==> src/rtl/arb_pkg.sv <==
// Package: shared sizing constants for the slave-port arbiter.
package arb_pkg;
    localparam int NUM_MASTERS = 7;
    localparam int PRIO_W      = 3;
    localparam int ID_W        = (NUM_MASTERS > 1) ? $clog2(NUM_MASTERS) : 1;
endpackage

==> src/rtl/arb_rr_pick.sv <==
// Module: arb_rr_pick
// Purpose: rotating search over a candidate vector. It returns the first set
//          candidate found after last_i, wrapping modulo N.
// Assumes: last_i < N. The output is only meaningful when cand_i is non-zero.
module arb_rr_pick #(
    parameter int N    = arb_pkg::NUM_MASTERS,
    parameter int ID_W = arb_pkg::ID_W
) (
    input  logic [N-1:0]    cand_i,
    input  logic [ID_W-1:0] last_i,
    output logic [ID_W-1:0] pick_o
);
    // Walk the offsets from the farthest to the nearest, so the nearest set candidate wins.
    always_comb begin
        pick_o = '0;
        for (int k = N - 1; k >= 0; k--) begin
            int idx;
            idx = (int'(last_i) + 1 + k) % N;
            if (cand_i[idx]) pick_o = ID_W'(idx);
        end
    end
endmodule

==> src/rtl/arb_prio_pick.sv <==
// Module: arb_prio_pick
// Purpose: picks the candidate with the largest programmed value. On a tie,
//          the lowest index wins.
// Assumes: prio_i packs PRIO_W bits per master, with master 0 in the LSBs.
module arb_prio_pick #(
    parameter int N      = arb_pkg::NUM_MASTERS,
    parameter int PRIO_W = arb_pkg::PRIO_W,
    parameter int ID_W   = arb_pkg::ID_W
) (
    input  logic [N-1:0]        cand_i,
    input  logic [N*PRIO_W-1:0] prio_i,
    output logic [ID_W-1:0]     pick_o
);
    logic              found;
    logic [PRIO_W-1:0] best;

    // Scan downward with >=, so a lower index takes over on an equal value.
    always_comb begin
        found  = 1'b0;
        best   = '0;
        pick_o = '0;
        for (int i = N - 1; i >= 0; i--) begin
            if (cand_i[i] && (!found || prio_i[i*PRIO_W +: PRIO_W] >= best)) begin
                found  = 1'b1;
                best   = prio_i[i*PRIO_W +: PRIO_W];
                pick_o = ID_W'(i);
            end
        end
    end
endmodule

==> src/rtl/slave_port_arbiter.sv <==
// Module: slave_port_arbiter
// Purpose: grants one slave port to one of N masters. It supports a rotation
//          policy and a programmed fixed-priority policy, plus a per-master
//          elevation that wins over every master that is not elevated.
// Assumes: the grant is held while the owner requests. Mode and priority
//          inputs matter only at an arbitration point. Reset is synchronous
//          and active low.
module slave_port_arbiter #(
    parameter int N      = arb_pkg::NUM_MASTERS,
    parameter int PRIO_W = arb_pkg::PRIO_W,
    parameter int ID_W   = arb_pkg::ID_W
) (
    input  logic                clk,
    input  logic                rst_n,
    input  logic [N-1:0]        req_i,
    input  logic [N-1:0]        elev_i,
    input  logic                mode_fixed_i,
    input  logic [N*PRIO_W-1:0] prio_cfg_i,
    output logic [N-1:0]        grant_o,
    output logic [ID_W-1:0]     grant_id_o,
    output logic                grant_valid_o
);
    localparam logic [ID_W-1:0] LAST_RESET = ID_W'(N - 1);

    logic            valid_q;
    logic [ID_W-1:0] id_q;
    logic [ID_W-1:0] last_q;
    logic            keep;
    logic            any_req;
    logic [N-1:0]    elev_req;
    logic [N-1:0]    cand;
    logic [ID_W-1:0] rr_pick;
    logic [ID_W-1:0] fx_pick;
    logic [ID_W-1:0] pick;

    // Decide whether to hold the grant, and build the candidate set.
    always_comb begin
        keep     = valid_q && req_i[id_q];
        any_req  = |req_i;
        elev_req = req_i & elev_i;
        cand     = (|elev_req) ? elev_req : req_i;
        pick     = mode_fixed_i ? fx_pick : rr_pick;
    end

    arb_rr_pick #(.N(N), .ID_W(ID_W)) u_rr (
        .cand_i (cand),
        .last_i (last_q),
        .pick_o (rr_pick)
    );

    arb_prio_pick #(.N(N), .PRIO_W(PRIO_W), .ID_W(ID_W)) u_fx (
        .cand_i (cand),
        .prio_i (prio_cfg_i),
        .pick_o (fx_pick)
    );

    // Grant state: hold, take a new winner, or go idle.
    always_ff @(posedge clk) begin
        if (!rst_n) begin
            valid_q <= 1'b0;
            id_q    <= '0;
            last_q  <= LAST_RESET;
        end else if (!keep) begin
            if (any_req) begin
                valid_q <= 1'b1;
                id_q    <= pick;
                last_q  <= pick;
            end else begin
                valid_q <= 1'b0;
                id_q    <= '0;
            end
        end
    end

    // One-hot decode of the registered grant.
    for (genvar g = 0; g < N; g++) begin : g_dec
        assign grant_o[g] = valid_q && (id_q == ID_W'(g));
    end

    assign grant_id_o    = id_q;
    assign grant_valid_o = valid_q;

    assert_onehot_R1: assert property (@(posedge clk) disable iff (!rst_n)
        $onehot0(grant_o) && (grant_valid_o == (grant_o != '0)));

    assert_granted_requested_R2: assert property (@(posedge clk) disable iff (!rst_n)
        grant_valid_o |-> (($past(req_i) & grant_o) != '0));

    assert_hold_R3: assert property (@(posedge clk) disable iff (!rst_n)
        (grant_valid_o && ((req_i & grant_o) != '0)) |=> $stable(grant_o));

    assert_elevated_wins_R8: assert property (@(posedge clk) disable iff (!rst_n)
        ((|(req_i & elev_i)) && !(grant_valid_o && ((req_i & grant_o) != '0)))
            |=> ((grant_o & $past(elev_i)) != '0));

    assert_idle_R10: assert property (@(posedge clk) disable iff (!rst_n)
        (req_i == '0) |=> !grant_valid_o);
endmodule

==> config.mk <==
export PLATFORM = sky130hd
export DESIGN_NAME = slave_port_arbiter
export DESIGN_NICKNAME = d
export VERILOG_FILES = /design/src/rtl/arb_pkg.sv /design/src/rtl/arb_rr_pick.sv /design/src/rtl/arb_prio_pick.sv /design/src/rtl/slave_port_arbiter.sv
export SDC_FILE = /design/constraint.sdc
export NUM_CORES = 1
export LEC_CHECK = 0
export BUFFER_PORTS_ARGS = -buffer_cell sky130_fd_sc_hd__buf_2
export CAP_MARGIN = 20
export CORE_MARGIN = 2
export CORE_UTILIZATION = 56
export DETAILED_ROUTE_END_ITERATION = 10
export GPL_TIMING_DRIVEN = 0
export PLACE_DENSITY = 0.79
export SYNTH_ARGS = -nofsm -noshare
export SYNTH_HDL_FRONTEND = slang
export SYNTH_SLANG_ARGS = --single-unit
==> constraint.sdc <==
create_clock -name clk -period 10.7 [get_ports clk]
set_clock_uncertainty 0.15 [all_clocks]
set_input_delay 2.14 -clock clk [delete_from_list [all_inputs] [get_ports clk]]
set_output_delay 2.14 -clock clk [all_outputs]
set_load 0.05 [all_outputs]
Word level (Yosys, flattened, before mapping)
Index checks and enable logic that the tools add are counted.

storage, ports and cells
  logic and storage cells = 122
  bits in latches = 0
  RAM bits = 0
  bits in read-only memories = 0
  output and inout port bits = 11
  bits in registers = 7
  memories kept = 0

operators by class
  multipliers = 0
  shift operators = 0
  equality and inequality tests = 6
  bitwise operators = 2
  reduce and logical (&&, ||, !) cells = 30
  divide/modulo/power cells = 7
  magnitude comparators = 14
  muxes and demuxes = 53
  add/subtract/negate cells = 7

operators with widths
  cell                                                                       number
  32-bit by 5-bit < comparator with 1-bit output (second input constant)     7
  32-bit by 4-bit remainder unit with 32-bit output (second input constant)  7
  3-bit two-way mux                                                          22
  32-bit by 3-bit adder with 32-bit output (second input constant)           2
  32-bit by 4-bit adder with 32-bit output (second input constant)           2
  32-bit by 2-bit adder with 32-bit output (second input constant)           1
  1-bit binary-select mux with 3-bit select                                  8
  1-bit two-way mux                                                          22
  3-bit greater-or-equal comparator                                          6
  1-bit logical AND                                                          14
  7-bit OR reduction                                                         2
  3-bit equality test (second input constant)                                3
  7-bit bitwise AND                                                          1
  7-bit two-way mux                                                          1
  3-bit by 2-bit equality test with 1-bit output (second input constant)     2
  1-bit zero test                                                            6
  1-bit logical OR                                                           6
  4-bit by 3-bit adder with 5-bit output (second input constant)             1
  3-bit by 1-bit adder with 4-bit output (second input constant)             1
  3-bit by 4-bit < comparator with 1-bit output (second input constant)      1
  3-bit by 1-bit equality test with 1-bit output (second input constant)     1
  3-bit zero test                                                            1
  2-bit AND reduction                                                        1
  1-bit NOT                                                                  1

Longest topological paths before layout
  depth after elaboration = 30
  mapped depth = 50
  depth with buffers taken out = 48

By module
A second synthesis with hierarchy kept.

unflattened totals
  cell total of the unflattened synthesis = 646
  area, all modules = 4,810.9 um2

by module, submodules not included
  module              cells each  sequential area each (um2)  area an instance (um2)  times used
  arb_rr_pick         467         0.0                         3,442.1                 1
  arb_prio_pick       108         0.0                         792.0                   1
  slave_port_arbiter  71          140.1                       576.8                   1

Worst setup path before layout
OpenSTA, ideal clock, no wires.

  kind = input port to flip-flop
  start point = input req_i[1]
  end point = register id_q[1] (netlist: grant_id_o[1])
  stages = 47
  setup slack = -461 ps
  data arrival time = 10,919 ps
  cells stage by stage = clkbuf_1 and2_1 nor4_2 o21a_1 clkbuf_1 and2_1 ha_1 nand2b_1 a21o_1 a21oi_1 a21oi_1 mux2_2 ha_1 nand2b_1 a21o_1 a21oi_1 a21oi_1 nor2_1 (+11 left out) nor2_1 nor2_1 a21oi_1 ha_1 nand2b_1 a21oi_1 nor2b_1 o31ai_1 mux2_2 ha_1 a21o_1 a21o_1 o21ai_0 nand3_1 o221a_2 o21ai_0 o21ai_1 o32ai_1

between the ends
  word-level cells in the longest chain between the ends = 30
  elaborated cells on any way between the ends = 80
  classes of those cells = order compare (6); mux (52); bitwise (1); reduce/logical (21)

ends and longest elaborated chain
  item                                                                  line                      source
  from (decl)                                                           slave_port_arbiter.sv:15  input logic [N-1:0] req_i,
  7-bit bitwise AND                                                     slave_port_arbiter.sv:40  elev_req = req_i & elev_i;
  7-bit OR reduction                                                    slave_port_arbiter.sv:41  cand = (|elev_req) ? elev_req : req_i;
  7-bit two-way mux                                                     slave_port_arbiter.sv:41
  3-bit two-way mux or 1-bit two-way mux (tied branches)                arb_prio_pick.sv:23       if (cand_i[i] && (!found || prio_i[i*PRIO_W +: PRIO_W] >= best)) begin
  3-bit greater-or-equal comparator or 1-bit zero test (tied branches)  arb_prio_pick.sv:23
  1-bit logical OR                                                      arb_prio_pick.sv:23
  1-bit logical AND                                                     arb_prio_pick.sv:23
  3-bit two-way mux or 1-bit two-way mux (tied branches)                arb_prio_pick.sv:23
  (+14 left out)                                                        --
  1-bit logical AND                                                     arb_prio_pick.sv:23
  3-bit two-way mux or 1-bit two-way mux (tied branches)                arb_prio_pick.sv:23
  3-bit greater-or-equal comparator or 1-bit zero test (tied branches)  arb_prio_pick.sv:23
  1-bit logical OR                                                      arb_prio_pick.sv:23
  1-bit logical AND                                                     arb_prio_pick.sv:23
  3-bit two-way mux                                                     arb_prio_pick.sv:23
  3-bit two-way mux                                                     slave_port_arbiter.sv:42  pick = mode_fixed_i ? fx_pick : rr_pick;
  3-bit two-way mux                                                     slave_port_arbiter.sv:64  if (any_req) begin
  to (signal assigned)                                                  slave_port_arbiter.sv:66  id_q <= pick;
  to (decl)                                                             slave_port_arbiter.sv:26  logic [ID_W-1:0] id_q;

Parallel ways exist; a longest one is shown, timed or not. The select of a mux whose other input is x is not followed.
A chain may end at the register's enable or synchronous reset.

Final worst setup path
  start point = input req_i[4]
  end point = register last_q[1]

between the ends
  word-level cells in the longest chain between the ends = 29
  elaborated cells on any way between the ends = 81
  classes of those cells = order compare (6); mux (51); bitwise (2); reduce/logical (22)

ends and longest elaborated chain
  item                                                                  line                      source
  7-bit bitwise AND                                                     slave_port_arbiter.sv:40
  7-bit OR reduction                                                    slave_port_arbiter.sv:41
  7-bit two-way mux                                                     slave_port_arbiter.sv:41
  3-bit two-way mux or 1-bit two-way mux (tied branches)                arb_prio_pick.sv:23
  3-bit greater-or-equal comparator or 1-bit zero test (tied branches)  arb_prio_pick.sv:23
  1-bit logical OR                                                      arb_prio_pick.sv:23
  1-bit logical AND                                                     arb_prio_pick.sv:23
  3-bit two-way mux or 1-bit two-way mux (tied branches)                arb_prio_pick.sv:23
  (+13 left out)                                                        --
  1-bit logical OR                                                      arb_prio_pick.sv:23
  1-bit logical AND                                                     arb_prio_pick.sv:23
  3-bit two-way mux or 1-bit two-way mux (tied branches)                arb_prio_pick.sv:23
  3-bit greater-or-equal comparator or 1-bit zero test (tied branches)  arb_prio_pick.sv:23
  1-bit logical OR                                                      arb_prio_pick.sv:23
  1-bit logical AND                                                     arb_prio_pick.sv:23
  3-bit two-way mux                                                     arb_prio_pick.sv:23
  3-bit two-way mux                                                     slave_port_arbiter.sv:42
  to (signal assigned)                                                  slave_port_arbiter.sv:67  last_q <= pick;
  to (decl)                                                             slave_port_arbiter.sv:27  logic [ID_W-1:0] last_q;

Parallel ways exist; a longest one is shown, timed or not. The select of a mux whose other input is x is not followed.

==> impl_results.md <==
* Status: finished, final reports clean
* Gate count of the mapped netlist at 642
* Fin nets at between 800 and 900
* Hold Path Stages at 3
* Boundary Pins at 49
* Post-synth top cells: 60 x nor2_1, 50 x nand2_1, 48 x a21oi_1, 48 x ha_1, 38 x inv_1
* Synth async-reset ratio at 0
* Worst Hold Path EP: grant_id_o[0]
* Die Wd at 95.2 um
* Hold path start: grant_id_o[0]
* Pin count of the biggest net entering global routing at 15
* Initial DRT Pass Iterations at 5
* Vias in the first global route at 4817
* Final Wtd Congestion at between 0.9 and 1
* FMAX at around 95 MHz
* Setup TNS at 0 ns
* Top FF cell, synth: dfxtp_1
* Post-synth EDFFs at 0
* Ant diodes at 0
* Port-buffer cells at between 40 and 50
* WL per Instance at slightly below 20 um
* Worst Setup End Kind: register
* CTS root buf: clkbuf_8
* CTS tree: yes
* Final period demand of the worst path at approximately 11 ns
* Worst Setup Start Kind: input port
* Overflow after GRT at 0
* Final Cycle Share at 0.988
* Unrepaired setup endpoints after global routing: yes
* Hold Fails Final Rpt at 0
* Clock Tree Buf Depth at 2
* Share of cells above drive strength 1 at 0.271
* Reg2Reg Launch Point: last_q[0]
* Final WL at ~16 mm
* Core area at 8130 sq um
* Routed vias/inst at roughly 6.8
* # rows at 33
* First-pass GRT wire length at 23.3 mm
* Via count at approximately 5600
* Critical Path AT at 10.58 ns
* Die height at approximately 95 um
* Reg2reg end: last_q[0]
* Clk Latency, worst-skew pair at roughly 0.23 ns
* Crit path max fanout at 5
* Layout area overhead at 20.6%
* CP Data Required Time at ~11 ns
* Hpwl dp at between 10 and 15 mm
* Post-Synthesis Net Count at about 730
* Cell taking the most area after synthesis: ha_1
* Syn. warnings at 0
* Post-synth cell types at ~100
* Max-cap violation count at 0
* CP startpoint: req_i[4]
* WHS at around 0.57 ns
* DR iter-0 viols at 542
* Cells on worst reg2reg path at 27
* Fillers at around 660
* Seq/Total Area, Yosys at 0.0301
* Total die area at around 9100 sq um
* Top cells by area, synth: ha_1 13%, a21oi_1 5.2%, mux2i_1 5.2%
* Synth Register Bits at 7
* Top-count cell post-synth: nor2_1
* R2r setup slk at 2.33 ns
* Inserted Clock Buffers at 3
* CP max stage delay at 0.36 ns
* Clock sinks at 7
* Setup CP Type: in -> reg
* Finished Core Util at 0.690
* Worst-margin pin slew at around 1.2 ns
* Post-synth top area share at 0.129
* Mapped Area at 4650 sq um
* Hold Path Class: reg -> reg
* Slew HR at 0.212
* Slowest cell on crit path: mux2_4
* GRT Total Usage at 0.318
* CTS H-Tree Depth at 1
* DRC at 0
* Syn avg cell area at a little over 7 sq um
* Clock-pin transition on the worst setup and hold timing paths at roughly 0.040 ns
* Final setup fails at 0
* ANT nets after route at 0
* Max-slew violation count at 0
* Initial core utilization at 0.572
* Antenna violations before repair at 0
==> layout make-up <==
| type | instances | area, sq um | share of cell area |
|---|---|---|---|
| multi-input cells | 568 | 4560 | 0.812 |
| repair buffers | 70 | 448 | 0.0798 |
| flip-flops and latches | 7 | 140 | 0.0250 |
| inverters | 40 | 151 | 0.0270 |
| well taps | 105 | 131 | 0.0234 |
| plain buffers | 26 | 140 | 0.0250 |
| clock buffers | 4 | 45.0 | 0.00803 |
==> per-layer routing <==
metal / track usage / routed length [um] / vias to the layer above
met5: 0 / 0 / -
li1: - / - / 2559
met2: 0.515 / 7580 / 332
met1: 0.451 / 6380 / 2629
met3: 0.0150 / 1440 / 51
met4: 0.104 / 455 / 0
==> worst max-delay path: cells and delay by family <==
kind                       cells  cell delay, ns
and+or+nand+nor               14            1.78
adders and majority gates      6            1.64
muxes                          1            0.36
AOI/OAI and AO/OA             25            4.15
buffers and inverters          4            0.48
==> kinds of logic after synthesis <==
kind of cell               Yosys count  share of synthesized area
and+or+nand+nor                    240                      0.273
muxes                               41                      0.111
DFF                                  7                     0.0301
xor gates and xnor gates            17                     0.0403
buffers and inverters               67                     0.0632
adders and majority gates           49                      0.133
AOI/OAI and AO/OA                  221                      0.349
==> registers in the layout, summed over array words and instances, names as in the netlist <==
register,count
last_q,3
grant_valid_o,1
grant_id_o,3
==> cell usage in the layout (no fill, tap or decap), types with 7 or more instances in the layout <==
cell type,n
a211oi_1,7
a21o_1,9
a21oi_1,40
a21oi_2,9
a31oi_1,8
a41oi_1,7
and2_1,13
buf_2,49
buf_4,23
buf_6,9
clkbuf_1,12
dfxtp_1,7
ha_1,42
inv_1,38
mux2i_1,23
nand2_1,48
nand2b_1,10
nand3_1,17
nor2_1,55
nor2b_1,9
nor3_1,16
o211ai_1,10
o21a_1,12
o21ai_0,30
o21ai_2,7
or3_1,7
xnor2_1,11
==> what timing repair did <==
action / CTS / global route
gates resized for setup: 18 / 53
pin swaps: 15 / 39
buffers inserted: 11 / 9
hold buffers: 0 / 0
setup endpoints to repair: 6 / 4
==> worst max path at each step <==
stage	to	slack, ns
final	last_q[1]	0.13
after global routing	last_q[1]	-0.22
after CTS	grant_id_o[1]	0.07
after detailed placement	grant_id_o[2]	-1.26
after global placement	grant_id_o[2]	-1.09
after floorplan	grant_id_o[1]	0.01
==> stage by stage <==
stage	setup WS, ns	cell area (sq um)	instances
after floorplan	0.0107	4700	642
after global placement	-1.09	5070	794
after detailed placement	-1.26	5080	795
after CTS	0.0748	5260	809
after global routing	-0.223	5610	820
final	0.125	5610	820
Power is left out: the tool's default activity adds up to more than one toggle a clock period on the data nets, which glitch-free logic cannot reach.
